[src/rtl/spi_rb_pkg.sv]
package spi_rb_pkg;
  typedef enum logic [2:0] {
    FS_IDLE,
    FS_HDR,
    FS_ADDR,
    FS_GAP,
    FS_WDATA,
    FS_RDATA,
    FS_DONE
  } frame_st_e;

  localparam logic [7:0] FILL_BUSY = 8'h01;
  localparam logic [7:0] FILL_NONE = 8'hFF;
  localparam int HDR_DIR_BIT = 7;
endpackage

[src/rtl/spi_rb_sync.sv]
module spi_rb_sync #(
  parameter int W = 1,
  parameter logic [W-1:0] RST_VAL = '0
) (
  input  logic         clk,
  input  logic         rst_n,
  input  logic [W-1:0] d_async,
  output logic [W-1:0] d_sync
);
  logic [W-1:0] meta;

  always_ff @(posedge clk or negedge rst_n) begin
    if (!rst_n) begin
      meta   <= RST_VAL;
      d_sync <= RST_VAL;
    end else begin
      meta   <= d_async;
      d_sync <= meta;
    end
  end
endmodule

[src/rtl/spi_rb_shift.sv]
module spi_rb_shift (
  input  logic       clk,
  input  logic       rst_n,
  input  logic       sclk_s,
  input  logic       mosi_s,
  input  logic       cs_n_s,
  input  logic [7:0] resp_byte,
  output logic       cs_fall,
  output logic       cs_rise,
  output logic       byte_valid,
  output logic [7:0] byte_data,
  output logic       miso
);
  logic       sclk_d, cs_d;
  logic [2:0] bit_cnt;
  logic [6:0] rx_sh;
  logic [7:0] tx_sh;
  logic       rise, fall;

  assign rise    = sclk_s & ~sclk_d;
  assign fall    = ~sclk_s & sclk_d;
  assign cs_fall = cs_d & ~cs_n_s;
  assign cs_rise = ~cs_d & cs_n_s;
  assign miso    = tx_sh[7];

  always_ff @(posedge clk or negedge rst_n) begin
    if (!rst_n) begin
      sclk_d     <= 1'b0;
      cs_d       <= 1'b1;
      bit_cnt    <= '0;
      rx_sh      <= '0;
      tx_sh      <= 8'hFF;
      byte_valid <= 1'b0;
      byte_data  <= '0;
    end else begin
      sclk_d     <= sclk_s;
      cs_d       <= cs_n_s;
      byte_valid <= 1'b0;
      if (cs_n_s) begin
        bit_cnt <= '0;
        tx_sh   <= resp_byte;
      end else begin
        if (rise) begin
          rx_sh   <= {rx_sh[5:0], mosi_s};
          bit_cnt <= bit_cnt + 3'd1;
          if (bit_cnt == 3'd7) begin
            byte_valid <= 1'b1;
            byte_data  <= {rx_sh, mosi_s};
          end
        end
        // between bytes the next response is tracked until the first rise
        if (bit_cnt == 3'd0 && !rise) tx_sh <= resp_byte;
        else if (fall && bit_cnt != 3'd0) tx_sh <= {tx_sh[6:0], 1'b1};
      end
    end
  end
endmodule

[src/rtl/spi_rb_frame.sv]
module spi_rb_frame
  import spi_rb_pkg::*;
#(
  parameter int MAX_LEN = 64,
  parameter int ADDR_W = 24,
  parameter int DATA_W = 32,
  parameter logic [11:0] FIFO_OFS = 12'h024
) (
  input  logic                          clk,
  input  logic                          rst_n,
  input  logic                          cs_fall,
  input  logic                          cs_rise,
  input  logic                          byte_valid,
  input  logic [7:0]                    byte_data,
  input  logic                          pre_read,
  output logic [7:0]                    resp_byte,
  output logic                          req_valid,
  input  logic                          req_ready,
  output logic [ADDR_W-1:0]             req_addr,
  output logic                          req_we,
  output logic [$clog2(DATA_W/8):0]     req_size,
  output logic [DATA_W-1:0]             req_wdata,
  input  logic                          rsp_valid,
  input  logic [DATA_W-1:0]             rsp_rdata
);
  localparam int LEN_W  = $clog2(MAX_LEN);
  localparam int CNT_W  = LEN_W + 1;
  localparam int BPW    = DATA_W / 8;
  localparam int SIZE_W = $clog2(BPW) + 1;
  localparam int ABYTES = ADDR_W / 8;
  localparam int AC_W   = $clog2(ABYTES);

  frame_st_e          st;
  logic               dir_rd;
  logic [LEN_W-1:0]   len_m1;
  logic [ADDR_W-1:0]  addr;
  logic [AC_W-1:0]    acnt;
  logic [CNT_W-1:0]   idx, k, fetched;
  logic [7:0]         buf_q [MAX_LEN];
  logic               eng_we, wait_rsp;

  logic [CNT_W-1:0]   len_q, n_acc;
  logic               fifo_hit;
  logic [SIZE_W-1:0]  eng_size;

  assign len_q    = CNT_W'(len_m1) + CNT_W'(1);
  assign fifo_hit = (addr[11:0] & 12'hFFC) == FIFO_OFS;
  assign n_acc    = fifo_hit ? len_q : CNT_W'(1);
  assign eng_size = fifo_hit ? SIZE_W'(1)
                  : (len_q > CNT_W'(BPW)) ? SIZE_W'(BPW) : len_q[SIZE_W-1:0];

  assign req_addr = addr;
  assign req_we   = eng_we;
  assign req_size = eng_size;

  for (genvar b = 0; b < BPW; b++) begin : g_wd
    if (b == 0) begin : g_lane0
      assign req_wdata[7:0] = fifo_hit ? buf_q[k[LEN_W-1:0]] : buf_q[0];
    end else begin : g_lane
      assign req_wdata[8*b+:8] = fifo_hit ? 8'h00 : buf_q[b];
    end
  end

  always_comb begin
    case (st)
      FS_HDR, FS_ADDR, FS_WDATA: resp_byte = FILL_BUSY;
      FS_RDATA: resp_byte = (idx < fetched) ? buf_q[idx[LEN_W-1:0]] : FILL_NONE;
      default:  resp_byte = FILL_NONE;
    endcase
  end

  always_ff @(posedge clk or negedge rst_n) begin
    if (!rst_n) begin
      st        <= FS_IDLE;
      dir_rd    <= 1'b0;
      len_m1    <= '0;
      addr      <= '0;
      acnt      <= '0;
      idx       <= '0;
      k         <= '0;
      fetched   <= '0;
      eng_we    <= 1'b0;
      wait_rsp  <= 1'b0;
      req_valid <= 1'b0;
      for (int i = 0; i < MAX_LEN; i++) buf_q[i] <= '0;
    end else begin
      // bus sequencer: one access in flight, request held until accepted
      if (req_valid && req_ready) begin
        req_valid <= 1'b0;
        if (eng_we) begin
          if (k + CNT_W'(1) != n_acc) begin
            k         <= k + CNT_W'(1);
            req_valid <= 1'b1;
          end
        end else begin
          wait_rsp <= 1'b1;
        end
      end
      if (wait_rsp && rsp_valid) begin
        wait_rsp <= 1'b0;
        if (fifo_hit) begin
          buf_q[k[LEN_W-1:0]] <= rsp_rdata[7:0];
          fetched             <= k + CNT_W'(1);
        end else begin
          for (int b = 0; b < BPW; b++) buf_q[b] <= rsp_rdata[8*b+:8];
          fetched <= CNT_W'(eng_size);
        end
        if (k + CNT_W'(1) != n_acc) begin
          k         <= k + CNT_W'(1);
          req_valid <= 1'b1;
        end
      end

      // frame decoder
      if (cs_fall) begin
        st      <= FS_HDR;
        dir_rd  <= 1'b0;
        len_m1  <= '0;
        addr    <= '0;
        acnt    <= '0;
        idx     <= '0;
        fetched <= '0;
        for (int i = 0; i < MAX_LEN; i++) buf_q[i] <= '0;
      end else if (cs_rise) begin
        st <= FS_IDLE;
      end else if (byte_valid) begin
        case (st)
          FS_HDR: begin
            dir_rd <= byte_data[HDR_DIR_BIT];
            len_m1 <= byte_data[LEN_W-1:0];
            st     <= FS_ADDR;
          end
          FS_ADDR: begin
            addr <= {addr[ADDR_W-9:0], byte_data};
            acnt <= acnt + AC_W'(1);
            if (acnt == AC_W'(ABYTES - 1)) begin
              if (dir_rd) begin
                st        <= pre_read ? FS_GAP : FS_RDATA;
                req_valid <= 1'b1;
                eng_we    <= 1'b0;
                k         <= '0;
                fetched   <= '0;
              end else begin
                st <= FS_WDATA;
              end
            end
          end
          FS_GAP: st <= FS_RDATA;
          FS_WDATA: begin
            buf_q[idx[LEN_W-1:0]] <= byte_data;
            idx <= idx + CNT_W'(1);
            if (idx + CNT_W'(1) == len_q) begin
              st        <= FS_DONE;
              req_valid <= 1'b1;
              eng_we    <= 1'b1;
              k         <= '0;
            end
          end
          FS_RDATA: begin
            idx <= idx + CNT_W'(1);
            if (idx + CNT_W'(1) == len_q) st <= FS_DONE;
          end
          default: st <= FS_IDLE;
        endcase
      end
    end
  end
endmodule

[src/rtl/spi_regbridge.sv]
module spi_regbridge #(
  parameter int MAX_LEN = 64,
  parameter int ADDR_W = 24,
  parameter int DATA_W = 32,
  parameter logic [11:0] FIFO_OFS = 12'h024
) (
  input  logic                      clk,
  input  logic                      rst_n,
  input  logic                      spi_sclk,
  input  logic                      spi_cs_n,
  input  logic                      spi_mosi,
  output logic                      spi_miso,
  input  logic                      pre_read_en,
  output logic                      bus_req_valid,
  input  logic                      bus_req_ready,
  output logic [ADDR_W-1:0]         bus_req_addr,
  output logic                      bus_req_we,
  output logic [$clog2(DATA_W/8):0] bus_req_size,
  output logic [DATA_W-1:0]         bus_req_wdata,
  input  logic                      bus_rsp_valid,
  input  logic [DATA_W-1:0]         bus_rsp_rdata
);
  logic [2:0] pins_s;
  logic       cs_fall, cs_rise, byte_valid;
  logic [7:0] byte_data, resp_byte;

  spi_rb_sync #(.W(3), .RST_VAL(3'b001)) u_sync (
    .clk     (clk),
    .rst_n   (rst_n),
    .d_async ({spi_sclk, spi_mosi, spi_cs_n}),
    .d_sync  (pins_s)
  );

  spi_rb_shift u_shift (
    .clk        (clk),
    .rst_n      (rst_n),
    .sclk_s     (pins_s[2]),
    .mosi_s     (pins_s[1]),
    .cs_n_s     (pins_s[0]),
    .resp_byte  (resp_byte),
    .cs_fall    (cs_fall),
    .cs_rise    (cs_rise),
    .byte_valid (byte_valid),
    .byte_data  (byte_data),
    .miso       (spi_miso)
  );

  spi_rb_frame #(
    .MAX_LEN(MAX_LEN), .ADDR_W(ADDR_W), .DATA_W(DATA_W), .FIFO_OFS(FIFO_OFS)
  ) u_frame (
    .clk        (clk),
    .rst_n      (rst_n),
    .cs_fall    (cs_fall),
    .cs_rise    (cs_rise),
    .byte_valid (byte_valid),
    .byte_data  (byte_data),
    .pre_read   (pre_read_en),
    .resp_byte  (resp_byte),
    .req_valid  (bus_req_valid),
    .req_ready  (bus_req_ready),
    .req_addr   (bus_req_addr),
    .req_we     (bus_req_we),
    .req_size   (bus_req_size),
    .req_wdata  (bus_req_wdata),
    .rsp_valid  (bus_rsp_valid),
    .rsp_rdata  (bus_rsp_rdata)
  );
endmodule

[config.mk]
export PLATFORM = sky130hd
export DESIGN_NAME = spi_regbridge
export DESIGN_NICKNAME = d
export VERILOG_FILES = /design/src/rtl/spi_rb_pkg.sv /design/src/rtl/spi_rb_sync.sv /design/src/rtl/spi_rb_shift.sv /design/src/rtl/spi_rb_frame.sv /design/src/rtl/spi_regbridge.sv
export SDC_FILE = /design/constraint.sdc
export NUM_CORES = 2
export LEC_CHECK = 0
export BUFFER_PORTS_ARGS = -buffer_cell sky130_fd_sc_hd__buf_2
export CORE_MARGIN = 3
export CORE_UTILIZATION = 47
export CTS_BUF_LIST = sky130_fd_sc_hd__clkbuf_16
export CTS_CLUSTER_SIZE = 16
export DETAILED_ROUTE_END_ITERATION = 6
export PLACE_DENSITY_LB_ADDON = 0.3
export RECOVER_POWER = 100
export SYNTH_ARGS = -nofsm -noshare
export SYNTH_HDL_FRONTEND = slang
export SYNTH_SLANG_ARGS = --single-unit
[constraint.sdc]
create_clock -name clk -period 3.9 [get_ports clk]
set_clock_uncertainty 0.2 [all_clocks]
set_input_delay 0.39 -clock clk [delete_from_list [all_inputs] [get_ports clk]]
set_output_delay 0.39 -clock clk [all_outputs]
set_load 0.02 [all_outputs]
==> impl_metrics.tcl <==
set metrics [dict create \
    cts_tree "yes" \
    hp-class "input pin to register" \
    grtUsageTotal 0.420 \
    rsz0062_at_grt "yes" \
    yosysUniqueCellTypes 85 \
    fillers 7683 \
    setup_slack_ns -0.228 \
    synth_flop_cell "dfrtp_1" \
    path_clk_slew_ns 0.06 \
    syn_area_sq_um 39900 \
    period_minus_slack_ns 4.13 \
    path_max_fanout 23 \
    dp_hpwl_um 129000 \
    crit_start "u_frame.idx[1]$_DFFE_PN0P_" \
    clock_latency_ns 0.65 \
    hold_violations 0 \
    holdWs_ns 0.0231 \
    yosys_warnings 0 \
    cp.arrival_ns 4.48 \
    r2r-start "u_frame.idx[1]$_DFFE_PN0P_" \
    cts.sinks 607 \
    synth_cells 4682 \
    synthArstFlopShare 1.00 \
    postSynthAreaPerCell_sq_um 8.52 \
    cts_buffers 72 \
    ant_nets 0 \
    drv_cap 2 \
    violations "design-rule violations, max-capacitance violations, max-slew violations, negative setup slack" \
    gr-total-overflow 0 \
    min_period_over_period 1.06 \
    critPathKind "register to register" \
    power_density_nw_per_um2 298 \
    die_x_um 297 \
    htree_levels 3 \
    vias 43106 \
    via_per_inst 7.31 \
    cts_root_buffer "clkbuf_16" \
    crit_required_ns 4.25 \
    synth_seq_area_share 0.381 \
    slew_headroom -0.873 \
    drc 1 \
    wire_per_inst_um 33.0 \
    synth_fp_nets 4737 \
    p_leak_nw 18.5 \
    end_kind "register" \
    tightestPinTransition_ns 2.81 \
    place_congestion 1.05 \
    antenna_found_initial 12 \
    numPortBuffers 101 \
    io_pins 102 \
    grt_pass1_vias 38888 \
    fmax_mhz 242 \
    slew_viol_final 286 \
    wl_um 195000 \
    outcome "complete, but fails checks" \
    drtIter0Drc 6736 \
    peakVddDrop_v 0.000302 \
    synth_seq_cells 607 \
    final_nets 4753 \
    hold_start "bus_rsp_rdata[25]" \
    startpoint_type "register" \
    die-area_sq_um 88400 \
    layout-drive-gt1-share 0.177 \
    grt_max_degree 196 \
    rows 106 \
    die_h_um 297 \
    grt_first_pass_wirelength_um 278000 \
    initial_core_util 0.476 \
    drt_pass1_iterations 7 \
    area_growth_pct 15.3 \
    core_sq_um 83800 \
    cts_buffer_depth 3 \
    timing.setup.tns_ns -4.66 \
    finalSetupViolations 68 \
    synth-edff-count 0 \
]
## cells in the mapped netlist (12+ instances only)
| cell | n | share of area |
|---|---|---|
| a211oi_1 | 85 | 0.016 |
| nand3_1 | 220 | 0.028 |
| xnor2_1 | 14 | 0.0031 |
| buf_1 | 38 | 0.0036 |
| ha_1 | 15 | 0.0047 |
| a311oi_1 | 428 | 0.094 |
| nor2_1 | 654 | 0.062 |
| o21ai_0 | 341 | 0.043 |
| or3_1 | 21 | 0.0033 |
| buf_2 | 88 | 0.011 |
| nor2b_1 | 18 | 0.0028 |
| dfrtp_1 | 596 | 0.37 |
| a22oi_1 | 95 | 0.018 |
| a21oi_1 | 113 | 0.014 |
| a22o_1 | 34 | 0.0075 |
| o211ai_1 | 16 | 0.0030 |
| o31ai_1 | 12 | 0.0023 |
| mux4_2 | 73 | 0.041 |
| a221oi_1 | 99 | 0.022 |
| nand2_1 | 663 | 0.062 |
| nand2b_1 | 31 | 0.0049 |
| inv_1 | 28 | 0.0026 |
| o2bb2ai_1 | 20 | 0.0044 |
| nor3_1 | 28 | 0.0035 |
| mux2i_1 | 170 | 0.043 |
| and2_1 | 34 | 0.0053 |
| nor2_2 | 13 | 0.0020 |
| mux2_2 | 117 | 0.033 |
| clkbuf_1 | 388 | 0.037 |
| o22ai_1 | 59 | 0.0093 |
| o221ai_1 | 18 | 0.0040 |
## path summary, 6_finish.rpt
kind,end,slack [ns],cells past startpoint
worst min-delay path,u_frame.buf_q[481]$_DFF_PN0_,0.02,4
min in group asynchronous,u_frame.buf_q[373]$_DFF_PN0_,1.00,2
worst min register to register,u_sync.d_sync[2]$_DFF_PN0_,0.16,0
worst max-delay path,u_shift.tx_sh[7]$_DFFE_PN1P_,-0.23,8
worst max register to register,u_shift.tx_sh[7]$_DFFE_PN1P_,-0.23,8
max in group asynchronous,u_frame.k[1]$_DFF_PN0_,0.28,3
## critical path, cell delays in order, from the launching register on
cell      delay (ns)
dfrtp_2         0.91
nor2b_1         1.10
clkbuf_2        0.51
a221oi_1        0.13
nor2_1          0.12
o21ai_0         0.29
and3_1          0.30
and4_1          0.23
o31ai_1         0.22
## logic make-up (layout without fill, tap and decap cells)
logic type               after synthesis  count (layout)  share of synthesized area
flip-flops                           607             607                      0.381
AO/OA/AOI/OAI                       1385            1385                      0.252
AND/OR/NAND/NOR                     1742            1742                      0.185
other                                  0              11                          0
buffers and inverters                552             625                     0.0555
multiplexers                         360             360                      0.117
XOR/XNOR                              21              21                    0.00461
adder cells (fa/ha/maj)               15              15                    0.00470
## timing repair
action,in CTS,in global routing
hold buffers,26,0
setup endpoints to repair,8,13
setup buffers,29,25
endpoints found under the hold margin,98,0
gates resized for setup,79,59
pin swaps,19,28
gates cloned,4,5
## power by group
group / total (mW) / switching, mW / internal, mW
Combinational: 0.600 / 0.461 / 0.139
Clock: 6.69 / 3.00 / 3.69
Sequential: 6.41 / 0.0432 / 6.36
Total: 13.7 / 3.50 / 10.2
## state kept, by name, indices dropped and copies added (netlist names), 2 cells and up
register / count
u_frame.st: 3
u_sync.d_sync: 3
u_frame.req_addr: 24
u_frame.fetched: 7
u_frame.k: 7
u_frame.acnt: 2
u_frame.len_m1: 6
u_frame.idx: 7
u_shift.tx_sh: 8
u_sync.meta: 3
u_frame.buf_q: 512
u_shift.byte_data: 8
u_shift.rx_sh: 7
u_shift.bit_cnt: 3
## layout by cell type, fill, tap and decap left out, types with 25 or more instances in the layout
master         synthesis  final
mux4_2                73     73
nand2b_1              31     29
mux2i_1              170    166
a221oi_1              99     92
dfrtp_1              596    582
mux2_2               117    117
buf_12                 0     40
a21oi_1              113    106
nand3_1              220    215
clkbuf_16              0     78
o21ai_0              341    322
a22o_1                34     34
a211oi_1              85     81
inv_1                 28     41
buf_4                  4    239
and2_1                34     29
o22ai_1               59     53
a22oi_1               95     91
clkbuf_1             388     37
nor2_1               654    645
nand2_1              663    656
nor3_1                28     25
buf_2                 88     68
a311oi_1             428    426
dlygate4sd3_1          0     26
## stage by stage
stage / total power [mW] / setup WS [ns] / cell area (sq um) / utilization / instances
3_5_place_dp: 7.10 / -0.197 / 42500 / 0.507 / 5670
5_1_grt: 14.0 / -0.138 / 46000 / 0.548 / 5889
3_3_place_gp: 7.10 / -0.537 / 42500 / 0.507 / 5669
6_report: 13.7 / -0.228 / 46000 / 0.549 / 5900
4_1_cts: 13.7 / -0.0325 / 45700 / 0.545 / 5859
2_1_floorplan: 6.76 / 0.881 / 39900 / - / 4682
## metal layers
layer,GRT usage,vias to the layer above,wire length (um)
met3,0.130,909,27100
met5,0.00974,-,205
met2,0.592,3734,78900
met1,0.560,20933,72100
met4,0.263,10,16300
li1,-,17520,-
## area by class of cell
class	count	area [sq um]	area share
timing repair buffer	463	4020	0.0873
sequential	607	15200	0.331
clock buffer	73	1830	0.0397
tap	1134	1420	0.0309
multi-input combinational	3523	22900	0.498
antenna	11	27.5	0.000599
inverter	31	116	0.00253
clock inverter	58	430	0.00936
(Power assumes the default switching activity.)
